===== src/rtl/fpsr_pkg.sv =====
package fpsr_pkg;
  localparam int REG_W     = 32;
  localparam int EXC_W     = 5;
  localparam int RM_W      = 2;
  localparam int CODE_W    = 12;
  localparam int RM_LSB    = 0;
  localparam int FLAG_LSB  = 2;
  localparam int EN_LSB    = FLAG_LSB + EXC_W;
  localparam int CAUSE_LSB = EN_LSB + EXC_W;
  localparam int DN_BIT    = 18;
  localparam logic [RM_W-1:0]   RM_RTZ    = 2'b01;
  localparam logic [CODE_W-1:0] TRAP_CODE = 12'h120;

  function automatic logic [REG_W-1:0] fieldMask(int lsb, int width);
    logic [REG_W-1:0] m;
    m = '0;
    for (int i = 0; i < width; i++) m[lsb+i] = 1'b1;
    return m;
  endfunction

  localparam logic [REG_W-1:0] WR_MASK =
    fieldMask(RM_LSB, RM_W) | fieldMask(FLAG_LSB, EXC_W) |
    fieldMask(EN_LSB, EXC_W) | fieldMask(CAUSE_LSB, EXC_W) |
    fieldMask(DN_BIT, 1);

  typedef struct packed {
    logic swLoad;
    logic opLoad;
    logic causeAcc;
    logic tLoad;
  } fpsrStrobe_t;
endpackage


===== src/rtl/fpsrCtrl.sv =====
module fpsrCtrl
  import fpsr_pkg::*;
#(
  parameter int EXC_N  = EXC_W,
  parameter int CODE_N = CODE_W,
  parameter logic [CODE_N-1:0] CODE_VAL = TRAP_CODE
) (
  input  logic              clk,
  input  logic              rstN,
  input  logic              swWe,
  input  logic              opValid,
  input  logic              cmpValid,
  input  logic              cmpUnord,
  input  logic [EXC_N-1:0]  opExc,
  input  logic              trapHit,
  output fpsrStrobe_t       strb,
  output logic              trapReq,
  output logic [CODE_N-1:0] trapCode
);
  logic opEvent;
  logic anyExc;

  always_comb begin
    opEvent       = opValid | (cmpValid & cmpUnord);
    anyExc        = |opExc;
    strb.swLoad   = swWe;
    strb.opLoad   = opEvent & ~swWe;
    strb.causeAcc = opEvent & ~swWe & anyExc;
    strb.tLoad    = cmpValid & ~cmpUnord;
  end

  always_ff @(posedge clk or negedge rstN) begin
    if (!rstN) trapReq <= 1'b0;
    else       trapReq <= strb.causeAcc & trapHit;
  end

  assign trapCode = trapReq ? CODE_VAL : '0;
endmodule


===== src/rtl/fpsrDatapath.sv =====
module fpsrDatapath
  import fpsr_pkg::*;
#(
  parameter int DATA_N = REG_W,
  parameter int EXC_N  = EXC_W
) (
  input  logic              clk,
  input  logic              rstN,
  input  fpsrStrobe_t       strb,
  input  logic [DATA_N-1:0] swData,
  input  logic [EXC_N-1:0]  opExc,
  input  logic              cmpResult,
  output logic [DATA_N-1:0] rdData,
  output logic              tBit,
  output logic              rtzSel,
  output logic              ftzSel,
  output logic              trapHit
);
  logic [RM_W-1:0]  rmQ;
  logic [EXC_N-1:0] flagQ;
  logic [EXC_N-1:0] enQ;
  logic [EXC_N-1:0] causeQ;
  logic             dnQ;
  logic [DATA_N-1:0] wrVal;

  assign wrVal = swData & WR_MASK;

  always_ff @(posedge clk or negedge rstN) begin
    if (!rstN) begin
      rmQ    <= '0;
      flagQ  <= '0;
      enQ    <= '0;
      causeQ <= '0;
      dnQ    <= 1'b0;
    end else if (strb.swLoad) begin
      rmQ    <= wrVal[RM_LSB +: RM_W];
      flagQ  <= wrVal[FLAG_LSB +: EXC_N];
      enQ    <= wrVal[EN_LSB +: EXC_N];
      causeQ <= wrVal[CAUSE_LSB +: EXC_N];
      dnQ    <= wrVal[DN_BIT];
    end else begin
      if (strb.opLoad)   flagQ  <= opExc;
      if (strb.causeAcc) causeQ <= causeQ | opExc;
    end
  end

  always_ff @(posedge clk or negedge rstN) begin
    if (!rstN)           tBit <= 1'b0;
    else if (strb.tLoad) tBit <= cmpResult;
  end

  always_comb begin
    rdData = '0;
    rdData[RM_LSB +: RM_W]      = rmQ;
    rdData[FLAG_LSB +: EXC_N]   = flagQ;
    rdData[EN_LSB +: EXC_N]     = enQ;
    rdData[CAUSE_LSB +: EXC_N]  = causeQ;
    rdData[DN_BIT]              = dnQ;
  end

  assign rtzSel  = (rmQ == RM_RTZ);
  assign ftzSel  = dnQ;
  assign trapHit = |((causeQ | opExc) & enQ);
endmodule


===== src/rtl/fpu_status_reg.sv =====
module fpu_status_reg
  import fpsr_pkg::*;
#(
  parameter int DATA_N = REG_W,
  parameter int EXC_N  = EXC_W,
  parameter int CODE_N = CODE_W
) (
  input  logic              clk,
  input  logic              rstN,
  input  logic              swWe,
  input  logic [DATA_N-1:0] swData,
  output logic [DATA_N-1:0] rdData,
  input  logic              opValid,
  input  logic [EXC_N-1:0]  opExc,
  input  logic              cmpValid,
  input  logic              cmpUnord,
  input  logic              cmpResult,
  output logic              tBit,
  output logic              rtzSel,
  output logic              ftzSel,
  output logic              trapReq,
  output logic [CODE_N-1:0] trapCode
);
  fpsrStrobe_t strb;
  logic        trapHit;

  fpsrCtrl #(.EXC_N(EXC_N), .CODE_N(CODE_N), .CODE_VAL(CODE_N'(TRAP_CODE))) u_ctrl (
    .clk(clk), .rstN(rstN), .swWe(swWe), .opValid(opValid),
    .cmpValid(cmpValid), .cmpUnord(cmpUnord), .opExc(opExc),
    .trapHit(trapHit), .strb(strb), .trapReq(trapReq), .trapCode(trapCode)
  );

  fpsrDatapath #(.DATA_N(DATA_N), .EXC_N(EXC_N)) u_dp (
    .clk(clk), .rstN(rstN), .strb(strb), .swData(swData), .opExc(opExc),
    .cmpResult(cmpResult), .rdData(rdData), .tBit(tBit),
    .rtzSel(rtzSel), .ftzSel(ftzSel), .trapHit(trapHit)
  );
endmodule


===== config.mk =====
export PLATFORM = sky130hd
export DESIGN_NAME = fpu_status_reg
export DESIGN_NICKNAME = d
export VERILOG_FILES = /design/src/rtl/fpsr_pkg.sv /design/src/rtl/fpsrCtrl.sv /design/src/rtl/fpsrDatapath.sv /design/src/rtl/fpu_status_reg.sv
export SDC_FILE = /design/constraint.sdc
export NUM_CORES = 1
export LEC_CHECK = 0
export BUFFER_PORTS_ARGS = -buffer_cell sky130_fd_sc_hd__buf_4
export CORE_ASPECT_RATIO = 0.8
export CORE_MARGIN = 2
export CORE_UTILIZATION = 41
export CTS_CLUSTER_SIZE = 16
export DETAILED_ROUTE_END_ITERATION = 8
export PLACE_DENSITY = 0.95
export SLEW_MARGIN = 25
export SYNTH_ARGS = -nofsm -noshare
export SYNTH_HDL_FRONTEND = slang
export SYNTH_SLANG_ARGS = --single-unit

===== constraint.sdc =====
create_clock -name clk -period 2.2 [get_ports clk]
set_input_delay 0.44 -clock clk [delete_from_list [all_inputs] [get_ports clk]]
set_output_delay 0.44 -clock clk [all_outputs]
set_load 0.05 [all_outputs]

==> flow_metrics.env <==
export IMPL_status="completed"
export IMPL_drt_pass1_iter_count=3
export IMPL_whs_path_depth=3
export IMPL_cts_buffers=3
export IMPL_min_path_type="in2reg"
export IMPL_p_sw_share_pct=41.3
export IMPL_grt_remaining_overflow=0
export IMPL_port_buffers=53
export IMPL_start_util_pct=43.6
export IMPL_worstHoldStart="swData[6]"
export IMPL_area_growth_synth_to_final_pct=33.1
export IMPL_yosysSeqAreaShare_pct=46.2
export IMPL_fin_nets=199
export IMPL_io_pins=92
export IMPL_vias_per_cell=4.39
export IMPL_grt_pass1_wl_mm=3.40
export IMPL_cts_resized_gates=0
export IMPL_crit_path_end_kind="primary output"
export IMPL_synthDistinctLibCells=17
export IMPL_multi_input_area_um2=453
export IMPL_antenna_cells=0
export IMPL_total_power_uw=1080
export IMPL_maxCapViolations=0
export IMPL_synth_cells=103
export IMPL_max_vdd_ir_drop_v=0.000325
export IMPL_met1_usage_pct=17.2
export IMPL_power_frac_seq_pct=39.9
export IMPL_yosysWarnings=0
export IMPL_setup_viol=0
export IMPL_grt_busiest_layer="met2"
export IMPL_clockBufferDepth=2
export IMPL_tns_ns=0
export IMPL_critPathKind="reg2out"
export IMPL_drt_total_wl_mm=2.27
export IMPL_use_met2_pct=26.4
export IMPL_regToRegEndpoint="u_ctrl.trapReq"
export IMPL_die_h_um=50.0
export IMPL_dr_first_iter_drc_count=8
export IMPL_cts_sinks=20
export IMPL_fp_dieW_um=61.5
export IMPL_rsz0062_at_grt="false"
export IMPL_gp_congestion=0.720
export IMPL_rows=16
export IMPL_grt_max_degree=30
export IMPL_final_hold_viol_count=0
export IMPL_worstPathCellList="nor2b_1 > buf_4"
export IMPL_fin_crit_ns=1.46
export IMPL_netlist_area_um2=1080
export IMPL_fillerInstances=237
export IMPL_crit_path_top_delay_cell="dfrtp_1"
export IMPL_post_dp_cell_area_um2=1400
export IMPL_p_leak_uw=0.000727
export IMPL_dr_total_vias=835
export IMPL_root_buffer="clkbuf_4"
export IMPL_p_int_uw=632
export IMPL_crit_path_max_fanout=3
export IMPL_critical_path_max_stage_delay_ns=0.40
export IMPL_reg2reg_slack_ns=1.08
export IMPL_syn_area_per_cell_um2=10.5
export IMPL_fin_skew_ns=0.00809
export IMPL_r2r_start="u_dp.causeQ[0]"
export IMPL_antenna_found_initial=0
export IMPL_grt_util_all_layers_pct=14.8
export IMPL_start_kind="flop"
export IMPL_cts_reportedPaths_clkPinSlew_ns=0.11
export IMPL_p_sw_uw=445
export IMPL_max_freq_mhz=686
export IMPL_coreArea_um2=2480
export IMPL_crit_family="flip-flops"
export IMPL_post_route_period_util_pct=66.2
export IMPL_finalMaxSlewViolations=0
export IMPL_cp_required_ns=1.76
export IMPL_die_area_um2=3070
export IMPL_rr_worst_depth=3
export IMPL_ys_ff_latch=20
export IMPL_drc=0
export IMPL_crit_buf_inv=1
export IMPL_layout_common_cells="buf_4, conb_1, dfrtp_1, o21ai_0, nand2_1"
export IMPL_combinationalPowerShare_pct=41.2
export IMPL_post_drt_wl_per_cell_um=12.0
export IMPL_powerDensity_nw_per_um2=746
export IMPL_fin_cells=190
export IMPL_p_clk_share_pct=18.8
export IMPL_met3_usage_pct=4.46
export IMPL_grt_pass1_vias=810
export IMPL_clk_latency_ns=0.29
export IMPL_htreeDepth=1
export IMPL_dp_hpwl_mm=1.89
export IMPL_tritoncts="yes"
export IMPL_final_area_um2=1440
export IMPL_mostFrequentLayoutCell="buf_4"
export IMPL_seq_area_um2=500
export IMPL_post_place_cells=185
export IMPL_drtAntennaViolNets=0
export IMPL_hold_path_end="u_dp.flagQ[4]"
export IMPL_drive_above_1_share_pct=44.8
export IMPL_critPathArrivalTime_ns=1.02
## flip-flops by register name, indices dropped and copies added, names as in the netlist
| signal | cells |
|---|---|
| u_dp.flagQ | 5 |
| u_dp.enQ | 5 |
| u_dp.tBit | 1 |
| u_dp.rmQ | 2 |
| u_dp.causeQ | 5 |
| u_ctrl.trapReq | 1 |
| u_dp.ftzSel | 1 |
## through the flow
| stage | hold WS, ns | utilization [%] | setup WS [ns] |
|---|---|---|---|
| after floorplan | 0.144 | - | 0.359 |
| after global routing | 0.340 | 58.1 | 0.656 |
| after detailed placement | 0.330 | 56.3 | 0.796 |
| final | 0.346 | 58.1 | 0.743 |
| after global placement | 0.325 | 56.3 | 0.790 |
| after CTS | 0.337 | 58.1 | 0.719 |
## kinds of logic after synthesis
| kind of cell | synth area share, % |
|---|---|
| and+or+nand+nor | 6.70 |
| buffers and inverters | 20.0 |
| AOI/OAI and AO/OA | 12.8 |
| other | 0.346 |
| DFF | 46.2 |
| muxes | 14.0 |
## worst max-delay path by stage
stage | start | endpoint | slack, ns | depth (start not counted)
detailed placement | opExc[2] | u_ctrl.trapReq | 0.80 | 4
CTS | u_dp.rmQ[1] | rtzSel | 0.72 | 2
global route | u_dp.rmQ[1] | rtzSel | 0.66 | 2
finish | u_dp.rmQ[1] | rtzSel | 0.74 | 2
global placement | opExc[2] | u_ctrl.trapReq | 0.79 | 4
floorplan | u_dp.rmQ[0] | rtzSel | 0.36 | 1
## power by group through the flow
stage	clock network [µW]	registers [µW]	logic [µW]
floorplan	0	563	218
global placement	0	434	440
detailed placement	0	437	445
CTS	213	430	447
global route	224	435	467
finish	203	430	444
## timing repair
item / 4_1_cts / 5_1_grt
hold buffers: 1 / 0
setup buffers: 0 / 0
hold endpoints to repair: 11 / 0
## routing by layer
metal	up-vias	part of all wire, %
met3	2	9.8
met2	48	50
met1	380	39
met4	0	0.66
met5	-	0
li1	405	-
## cell usage after synthesis
cell type | count | area (µm²)
a21oi_1 | 5 | 25.0
or4_1 | 1 | 7.51
mux2_2 | 9 | 101
a2111oi_2 | 1 | 15.0
a21oi_4 | 1 | 16.3
and4_4 | 1 | 11.3
nand2_1 | 10 | 37.5
mux2i_1 | 5 | 50.1
clkbuf_1 | 1 | 3.75
conb_1 | 1 | 3.75
nor2b_1 | 2 | 12.5
a21o_1 | 1 | 7.51
o21ai_0 | 15 | 75.1
dfrtp_1 | 20 | 500
buf_4 | 27 | 203
buf_2 | 2 | 10.0
nor2_1 | 1 | 3.75
## layout make-up
cell class | instances | share of cell area, %
clock buffers | 4 | 2.52
multi-input cells | 76 | 31.4
flip-flops and latches | 20 | 34.7
well taps | 36 | 3.12
repair buffers | 54 | 28.3
## tightest hold or removal path: cells and delay by family
| kind | cells | cell delay [ns] |
|---|---|---|
| simple gates | 1 | 0.04 |
| compound gates | 1 | 0.06 |
| buf+inv | 1 | 0.08 |
Power figures use the tool's default switching activity.
